`src/rtl/lrx_pkg.sv`:
```
package lrx_pkg;
    localparam int PKT_W   = 104;
    localparam int WORD_W  = 32;
    localparam int CTRL_W  = 4;
    localparam int MODE_W  = 2;
    localparam int CNT_W   = 3;
    localparam logic [MODE_W-1:0] MODE_64 = 2'b11;

    typedef enum logic [2:0] {
        ST_IDLE,
        ST_HEADER,
        ST_LOWORD,
        ST_HIWORD,
        ST_DRAIN
    } lrx_state_e;

    function automatic logic [PKT_W-1:0] lrx_pack(
        input logic [CTRL_W-1:0] ctrl,
        input logic [WORD_W-1:0] dst,
        input logic [MODE_W-1:0] mode,
        input logic              wr,
        input logic [WORD_W-1:0] data,
        input logic [WORD_W-1:0] src
    );
        return {src, data, dst, ctrl, mode, wr, 1'b1};
    endfunction
endpackage

```
`src/rtl/lrx_assembler.sv`:
```
module lrx_assembler
    import lrx_pkg::*;
#(
    parameter int BURST_STEP = 8
) (
    input  logic             clk,
    input  logic             rst_n,
    input  logic             frame_i,
    input  logic [7:0]       byte_i,
    output logic             pkt_vld_o,
    output logic [PKT_W-1:0] pkt_o
);
    localparam logic [CNT_W-1:0] HDR_LAST  = CNT_W'(4);
    localparam logic [CNT_W-1:0] WORD_LAST = CNT_W'(3);

    lrx_state_e        st_q, st_d;
    logic [CNT_W-1:0]  cnt_q, cnt_d;
    logic              frame_q;
    logic              start, emit, advance;
    logic [CTRL_W-1:0] ctrl_q;
    logic [WORD_W-1:0] dst_q, lo_q, hi_q, lo_n, hi_n;
    logic [MODE_W-1:0] mode_q;
    logic              wr_q, is64;
    logic [PKT_W-1:0]  pkt_n;

    assign start = frame_i && !frame_q;
    assign is64  = wr_q && (mode_q == MODE_64);
    assign lo_n  = {lo_q[WORD_W-9:0], byte_i};
    assign hi_n  = {hi_q[WORD_W-9:0], byte_i};

    // state register
    always_ff @(posedge clk) begin
        if (!rst_n) begin
            st_q    <= ST_IDLE;
            cnt_q   <= '0;
            frame_q <= 1'b0;
        end else begin
            st_q    <= st_d;
            cnt_q   <= cnt_d;
            frame_q <= frame_i;
        end
    end

    // next state and control outputs
    always_comb begin
        st_d    = st_q;
        cnt_d   = cnt_q;
        emit    = 1'b0;
        advance = 1'b0;
        unique case (st_q)
            ST_IDLE: begin
                if (start) begin
                    st_d  = ST_HEADER;
                    cnt_d = '0;
                end
            end
            ST_HEADER: begin
                if (!frame_i) begin
                    st_d = ST_IDLE;
                end else if (cnt_q == HDR_LAST) begin
                    st_d  = ST_LOWORD;
                    cnt_d = '0;
                end else begin
                    cnt_d = cnt_q + 1'b1;
                end
            end
            ST_LOWORD: begin
                if (!frame_i) begin
                    st_d = ST_IDLE;
                end else if (cnt_q == WORD_LAST) begin
                    cnt_d = '0;
                    if (is64) begin
                        st_d = ST_HIWORD;
                    end else begin
                        st_d = ST_DRAIN;
                        emit = 1'b1;
                    end
                end else begin
                    cnt_d = cnt_q + 1'b1;
                end
            end
            ST_HIWORD: begin
                if (!frame_i) begin
                    st_d = ST_IDLE;
                end else if (cnt_q == WORD_LAST) begin
                    st_d    = ST_LOWORD;
                    cnt_d   = '0;
                    emit    = 1'b1;
                    advance = 1'b1;
                end else begin
                    cnt_d = cnt_q + 1'b1;
                end
            end
            ST_DRAIN: begin
                if (!frame_i) st_d = ST_IDLE;
            end
            default: st_d = ST_IDLE;
        endcase
    end

    // field capture
    always_ff @(posedge clk) begin
        if (!rst_n) begin
            ctrl_q <= '0;
            dst_q  <= '0;
            mode_q <= '0;
            wr_q   <= 1'b0;
            lo_q   <= '0;
            hi_q   <= '0;
        end else if (frame_i) begin
            if (st_q == ST_HEADER) begin
                unique case (cnt_q)
                    3'd0: begin
                        ctrl_q       <= byte_i[7:4];
                        dst_q[31:28] <= byte_i[3:0];
                    end
                    3'd1: dst_q[27:20] <= byte_i;
                    3'd2: dst_q[19:12] <= byte_i;
                    3'd3: dst_q[11:4]  <= byte_i;
                    3'd4: begin
                        dst_q[3:0] <= byte_i[7:4];
                        mode_q     <= byte_i[3:2];
                        wr_q       <= byte_i[1];
                    end
                    default: ;
                endcase
            end
            if (st_q == ST_LOWORD) lo_q <= lo_n;
            if (st_q == ST_HIWORD) hi_q <= hi_n;
            if (advance) dst_q <= dst_q + WORD_W'(BURST_STEP);
        end
    end

    always_comb begin
        if (st_q == ST_HIWORD)
            pkt_n = lrx_pack(ctrl_q, dst_q, mode_q, wr_q, lo_q, hi_n);
        else
            pkt_n = lrx_pack(ctrl_q, dst_q, mode_q, wr_q,
                             wr_q ? lo_n : '0, wr_q ? '0 : lo_n);
    end

    // packet output register
    always_ff @(posedge clk) begin
        if (!rst_n) begin
            pkt_vld_o <= 1'b0;
            pkt_o     <= '0;
        end else begin
            pkt_vld_o <= emit;
            if (emit) pkt_o <= pkt_n;
        end
    end

    AST_ACCESS_SET: assert property (@(posedge clk) disable iff (!rst_n)
        pkt_vld_o |-> pkt_o[0]);
    AST_ABORT_SILENT: assert property (@(posedge clk) disable iff (!rst_n)
        (st_q inside {ST_HEADER, ST_LOWORD, ST_HIWORD}) && !frame_i |=> !pkt_vld_o);
    AST_EDGE_START: assert property (@(posedge clk) disable iff (!rst_n)
        (st_q == ST_IDLE) && !(frame_i && !frame_q) |=> st_q == ST_IDLE);
endmodule

```
`src/rtl/lrx_pktq.sv`:
```
module lrx_pktq #(
    parameter int W       = 104,
    parameter int DEPTH   = 4,
    parameter int WAIT_AT = 3
) (
    input  logic         clk,
    input  logic         rst_n,
    input  logic         push_i,
    input  logic [W-1:0] data_i,
    input  logic         stall_i,
    output logic         vld_o,
    output logic [W-1:0] data_o,
    output logic         wait_o
);
    localparam int AW = (DEPTH > 1) ? $clog2(DEPTH) : 1;
    localparam int CW = $clog2(DEPTH + 1);

    logic [W-1:0]  mem [DEPTH];
    logic [AW-1:0] wp_q, rp_q;
    logic [CW-1:0] cnt_q;
    logic          full, do_push, do_pop;

    function automatic logic [AW-1:0] nxt(input logic [AW-1:0] p);
        return (p == AW'(DEPTH - 1)) ? '0 : p + 1'b1;
    endfunction

    assign full    = (cnt_q == CW'(DEPTH));
    assign vld_o   = (cnt_q != '0);
    assign do_push = push_i && !full;
    assign do_pop  = vld_o && !stall_i;
    assign data_o  = mem[rp_q];
    assign wait_o  = (cnt_q >= CW'(WAIT_AT));

    always_ff @(posedge clk) begin
        if (do_push) mem[wp_q] <= data_i;
    end

    always_ff @(posedge clk) begin
        if (!rst_n) begin
            wp_q  <= '0;
            rp_q  <= '0;
            cnt_q <= '0;
        end else begin
            if (do_push) wp_q <= nxt(wp_q);
            if (do_pop)  rp_q <= nxt(rp_q);
            cnt_q <= cnt_q + CW'(do_push) - CW'(do_pop);
        end
    end

    AST_NO_OVERFLOW: assert property (@(posedge clk) disable iff (!rst_n)
        full |-> !push_i);
    AST_HEAD_HOLD: assert property (@(posedge clk) disable iff (!rst_n)
        vld_o && stall_i |=> vld_o && $stable(data_o));
    AST_WAIT_AHEAD: assert property (@(posedge clk) disable iff (!rst_n)
        $rose(wait_o) |-> !full);
endmodule

```
`src/rtl/link_rx_deframer.sv`:
```
module link_rx_deframer
    import lrx_pkg::*;
#(
    parameter int Q_DEPTH    = 4,
    parameter int WAIT_LEVEL = 3,
    parameter int BURST_STEP = 8
) (
    input  logic             clk,
    input  logic             rst_n,
    input  logic             frame_i,
    input  logic [7:0]       byte_i,
    output logic             wr_access_o,
    output logic [PKT_W-1:0] wr_pkt_o,
    input  logic             wr_stall_i,
    output logic             rd_access_o,
    output logic [PKT_W-1:0] rd_pkt_o,
    input  logic             rd_stall_i,
    output logic             wr_wait_o,
    output logic             rd_wait_o
);
    localparam int NCH = 2;   // channel 0 = write, channel 1 = read

    logic             asm_vld;
    logic [PKT_W-1:0] asm_pkt;
    logic [NCH-1:0]   push, stall, vld, wt;
    logic [PKT_W-1:0] qout [NCH];

    lrx_assembler #(.BURST_STEP(BURST_STEP)) asm_i (
        .clk       (clk),
        .rst_n     (rst_n),
        .frame_i   (frame_i),
        .byte_i    (byte_i),
        .pkt_vld_o (asm_vld),
        .pkt_o     (asm_pkt)
    );

    assign push[0]  = asm_vld &&  asm_pkt[1];
    assign push[1]  = asm_vld && !asm_pkt[1];
    assign stall[0] = wr_stall_i;
    assign stall[1] = rd_stall_i;

    for (genvar c = 0; c < NCH; c++) begin : g_chan
        lrx_pktq #(.W(PKT_W), .DEPTH(Q_DEPTH), .WAIT_AT(WAIT_LEVEL)) q_i (
            .clk     (clk),
            .rst_n   (rst_n),
            .push_i  (push[c]),
            .data_i  (asm_pkt),
            .stall_i (stall[c]),
            .vld_o   (vld[c]),
            .data_o  (qout[c]),
            .wait_o  (wt[c])
        );
    end

    assign wr_access_o = vld[0];
    assign rd_access_o = vld[1];
    assign wr_pkt_o    = qout[0];
    assign rd_pkt_o    = qout[1];
    assign wr_wait_o   = wt[0];
    assign rd_wait_o   = wt[1];

    AST_ROUTE_WRITE: assert property (@(posedge clk) disable iff (!rst_n)
        wr_access_o |-> wr_pkt_o[1]);
    AST_ROUTE_READ: assert property (@(posedge clk) disable iff (!rst_n)
        rd_access_o |-> !rd_pkt_o[1]);
endmodule

```
`config.mk`:
```
export PLATFORM = sky130hd
export DESIGN_NAME = link_rx_deframer
export DESIGN_NICKNAME = d
export VERILOG_FILES = /design/src/rtl/lrx_pkg.sv /design/src/rtl/lrx_assembler.sv /design/src/rtl/lrx_pktq.sv /design/src/rtl/link_rx_deframer.sv
export SDC_FILE = /design/constraint.sdc
export NUM_CORES = 1
export LEC_CHECK = 0
export BUFFER_PORTS_ARGS = -buffer_cell sky130_fd_sc_hd__buf_2
export CORE_UTILIZATION = 50
export CTS_CLUSTER_SIZE = 28
export DETAILED_ROUTE_END_ITERATION = 8
export PLACE_DENSITY = 0.79
export SLEW_MARGIN = 15
export SYNTH_ARGS = -nofsm -noshare
export SYNTH_HDL_FRONTEND = slang
export SYNTH_SLANG_ARGS = --single-unit
```
`constraint.sdc`:
```
create_clock -name clk -period 4.95 [get_ports clk]
set_clock_uncertainty 0.1 [all_clocks]
set_input_delay 0.2475 -clock clk [delete_from_list [all_inputs] [get_ports clk]]
set_output_delay 0.2475 -clock clk [all_outputs]
set_load 0.02 [all_outputs]
```
==> run summary <==
The I/O pin total is 225. The wire length reported by the detailed router is 90.9 mm. Setup repair after global routing left no endpoint under its margin. Counting every net in the synthesized netlist gives around 2400. The layout net count came out at 2570. The cell at the root of the clock tree is sky130_fd_sc_hd__clkbuf_16. Clock tree synthesis found a total of 1057 sinks. The die covers 80500 um2. The most used flip-flop cell after synthesis is sky130_fd_sc_hd__edfxtp_1. Clock tree synthesis inserted a total of 100 buffers. The multi-input logic area is about 9500 um2. The sum of net half-perimeters after detailed placement came out at 54.1 mm.

During synthesis, Yosys emitted a total of 0 warnings. The fraction of the cycle the final worst path needs came out at 64.7%. The clock period minus final worst setup slack is between 3000 and 4000 ps. The relative area change from synthesis to final layout is 14.3%. Row generation in the floorplan step produced 102 rows. Yosys mapped the design onto 64 distinct sky130hd cell types.

The final count of negative-setup-slack endpoints is 0. After detailed routing, the number of remaining DRC violations is 0. The worst max-slew margin expressed relative to the limit came out at 22.8%. Counting the fill cells in the layout gives ~5500. Clock-pin slew was measured on the worst setup and hold paths at 60 ps. The first-pass detailed-route iteration total is 5. The actual slew at the worst max-slew pin came out at 1160 ps. The first global-routing pass estimated 136 mm of wire. Summed over all cells, the static leakage comes to 0.0163 uW.

The final global-route overflow total is 0. The post-synthesis register bit count is 1057. The average cell area after synthesis came out at between 15 and 20 um2. The data arrival time of the critical path came out at approximately 2900 ps. The critical path is of the register to output port type. The total power of the final layout is ~19000 uW. The most common cell in the synthesized netlist is sky130_fd_sc_hd__edfxtp_1. The number of nets with antenna violations after detailed routing came out at 0. Once layout is complete, the utilization of the core stands at 58.1%. The total negative setup slack came out at 0 ps.

Power spread over the standard cell area amounts to 415 nW/um2. The fraction of final layout cells with drive strength greater than 1 is about a quarter. TritonCTS built the clock tree. Counting flops with a built-in enable in the synthesized netlist gives 832. STA classifies the critical path startpoint as a register. The via count of the first global-routing pass is 22200. The share of the Yosys chip area taken by registers is 74.3%. The total number of vias came out at 21900.

The share of async-settable or async-resettable flops after synthesis is 0%. The cell area that synthesis handed to floorplanning was 39700 um2. Counting along the longest clock path gives a buffer depth of 3. The number of maximum-capacitance violations came out at 0. The count of endpoints failing hold in the final timing report is 0. The library cell occupying the most area in the post-synthesis netlist is sky130_fd_sc_hd__edfxtp_1. The run finished with clean final reports. The placeable core region is 78000 um2. The number of buffers added to fix hold violations after cts is 12. The top cell type by area accounts for 63.0% of the synthesized area. The number of buffers inserted by post-CTS setup repair came out at 0.

The path class of the tightest hold or removal check is register to register. The sequential cells in the finished layout cover a total of 29500 um2. Ranked by total cell area, the synthesized netlist is headed by sky130_fd_sc_hd__edfxtp_1, sky130_fd_sc_hd__mux4_2, sky130_fd_sc_hd__dfxtp_1, sky130_fd_sc_hd__nand2_1, sky130_fd_sc_hd__a21oi_1. The violation count after the first detailed-route iteration came out at 2338. The number of buffer cells added on primary ports came out at 224.

After technology mapping, the gate count stands at 2318. The average wire per standard cell came out at 24.8 um. The later pin in the worst-skew pair is clocked with a latency of between 600 and 700 ps.

After synthesis, the most frequently instantiated cells are sky130_fd_sc_hd__edfxtp_1, sky130_fd_sc_hd__nand2_1, sky130_fd_sc_hd__dfxtp_1. Data on the critical path is required at its endpoint by between 4000 and 5000 ps. The number of antenna violations at the first check in global routing came to 6.

The y dimension of the die came out at 284 um. The deepest level of the CTS H-tree came out at 3. The max-slew violation count came out at 0. The largest net degree at the start of global routing is 128. The type of destination of the critical path is an output port. The largest fanout on the critical path is 28. Timing would allow up to approximately 310 MHz. The number of cells upsized or downsized after cts is 0. The maximum VDD drop is 256 uV. The die span in x came out at 284 um. The aggregate global-route resource usage is ~22%. The congestion estimate from routability-driven global placement came to 0.922. After detailed routing, the number of vias per cell comes to 5.98. The effective utilization at floorplan is 50.9%.
[registers in the layout, summed over array words and instances (netlist names), named ones only]
name / cells
g_chan.q_i.mem: 832
g_chan.q_i.wp_q: 4
asm_i.dst_q: 32
asm_i.wr_q: 1
g_chan.q_i.rp_q: 4
asm_i.pkt_o: 104
asm_i.cnt_q: 3
asm_i.hi_q: 24
asm_i.mode_q: 2
g_chan.q_i.cnt_q: 6
asm_i.frame_q: 1
asm_i.lo_q: 32
asm_i.st_q: 3
asm_i.pkt_vld_o: 1
asm_i.ctrl_q: 4
[critical path, stage by stage, from the launching register on]
cell                      delay [ps]
sky130_fd_sc_hd__dfxtp_4         780
sky130_fd_sc_hd__buf_4           540
sky130_fd_sc_hd__mux4_2          630
sky130_fd_sc_hd__buf_2           200
[worst paths after layout]
| path | from | end | slack [ps] | cells after the start |
|---|---|---|---|---|
| worst min register to register | asm_i.hi_q[23]$_SDFFE_PN0N_ | asm_i.hi_q[23]$_SDFFE_PN0N_ | 360 | 2 |
| worst max register to register | asm_i.st_q[1]$_SDFFE_PN0P_ | asm_i.dst_q[15]$_SDFFE_PN0P_ | 1840 | 6 |
| worst max-delay path | register | rd_pkt_o[42] | 1750 | 3 |
| worst min-delay path | asm_i.hi_q[23]$_SDFFE_PN0N_ | asm_i.hi_q[23]$_SDFFE_PN0N_ | 360 | 2 |
[per-layer routing]
metal	vias up	GRT usage [%]	share of wire, %
met5	-	0	0.060
met2	956	38.0	51
li1	9454	-	-
met3	192	3.80	7.2
met1	11300	29.0	38
met4	8	8.57	3.4
[cells by family (layout without fill, tap and decap cells)]
logic type	after synthesis	after routing	share of synthesized area, %
AND/OR/NAND/NOR	562	562	6.44
flip-flops	1057	1057	74.3
adder cells (fa/ha/maj)	23	23	0.763
other	0	2	0
buffers and inverters	175	477	1.81
XOR/XNOR	7	7	0.155
AO/OA/AOI/OAI	269	269	4.24
multiplexers	225	225	12.3
[cell type report]
type                    count  share of cell area [%]
inverters                  24                   0.210
well taps                1040                    2.87
diodes                      2                  0.0110
repair buffers            265                    3.49
flip-flops and latches   1057                    65.1
clock inverters            52                    1.35
clock buffers             136                    6.00
multi-input cells        1086                    21.0
[power breakdown]
part	total (uW)	internal, uW	leakage [uW]	switching (uW)
combinational	1350	624	0.00382	726
clock	7750	4460	0.00162	3300
sequential	9710	9490	0.0108	214
total	18800	14600	0.0163	4240
[per-stage QoR]
stage	area, um2	cells	setup WS, ps	hold slack [ps]
final	45300	3662	1750	356
after global routing	45300	3662	1560	377
after CTS	45300	3660	1650	355
after detailed placement	41900	3460	1920	347
after global placement	41900	3460	1940	342
after floorplan	39700	2318	1050	283
[cell usage in the layout, fill, tap and decap left out, drive strengths merged, types with 5 or more instances in the layout]
master,count
nor2,105
nand3,55
a22oi,5
ha,21
o21ai,25
mux2,6
a211oi,26
nand4,10
mux4,208
dfxtp,225
nor3b,25
or3,5
xor2,5
edfxtp,832
bufinv,11
a311oi,34
dlygate4sd3,12
inv,30
clkinv,32
and3,18
nand2,279
mux2i,11
a21oi,141
clkbuf,136
buf,253
and2,15
nor3,33
No activity file was read; power rests on OpenSTA's default activity.
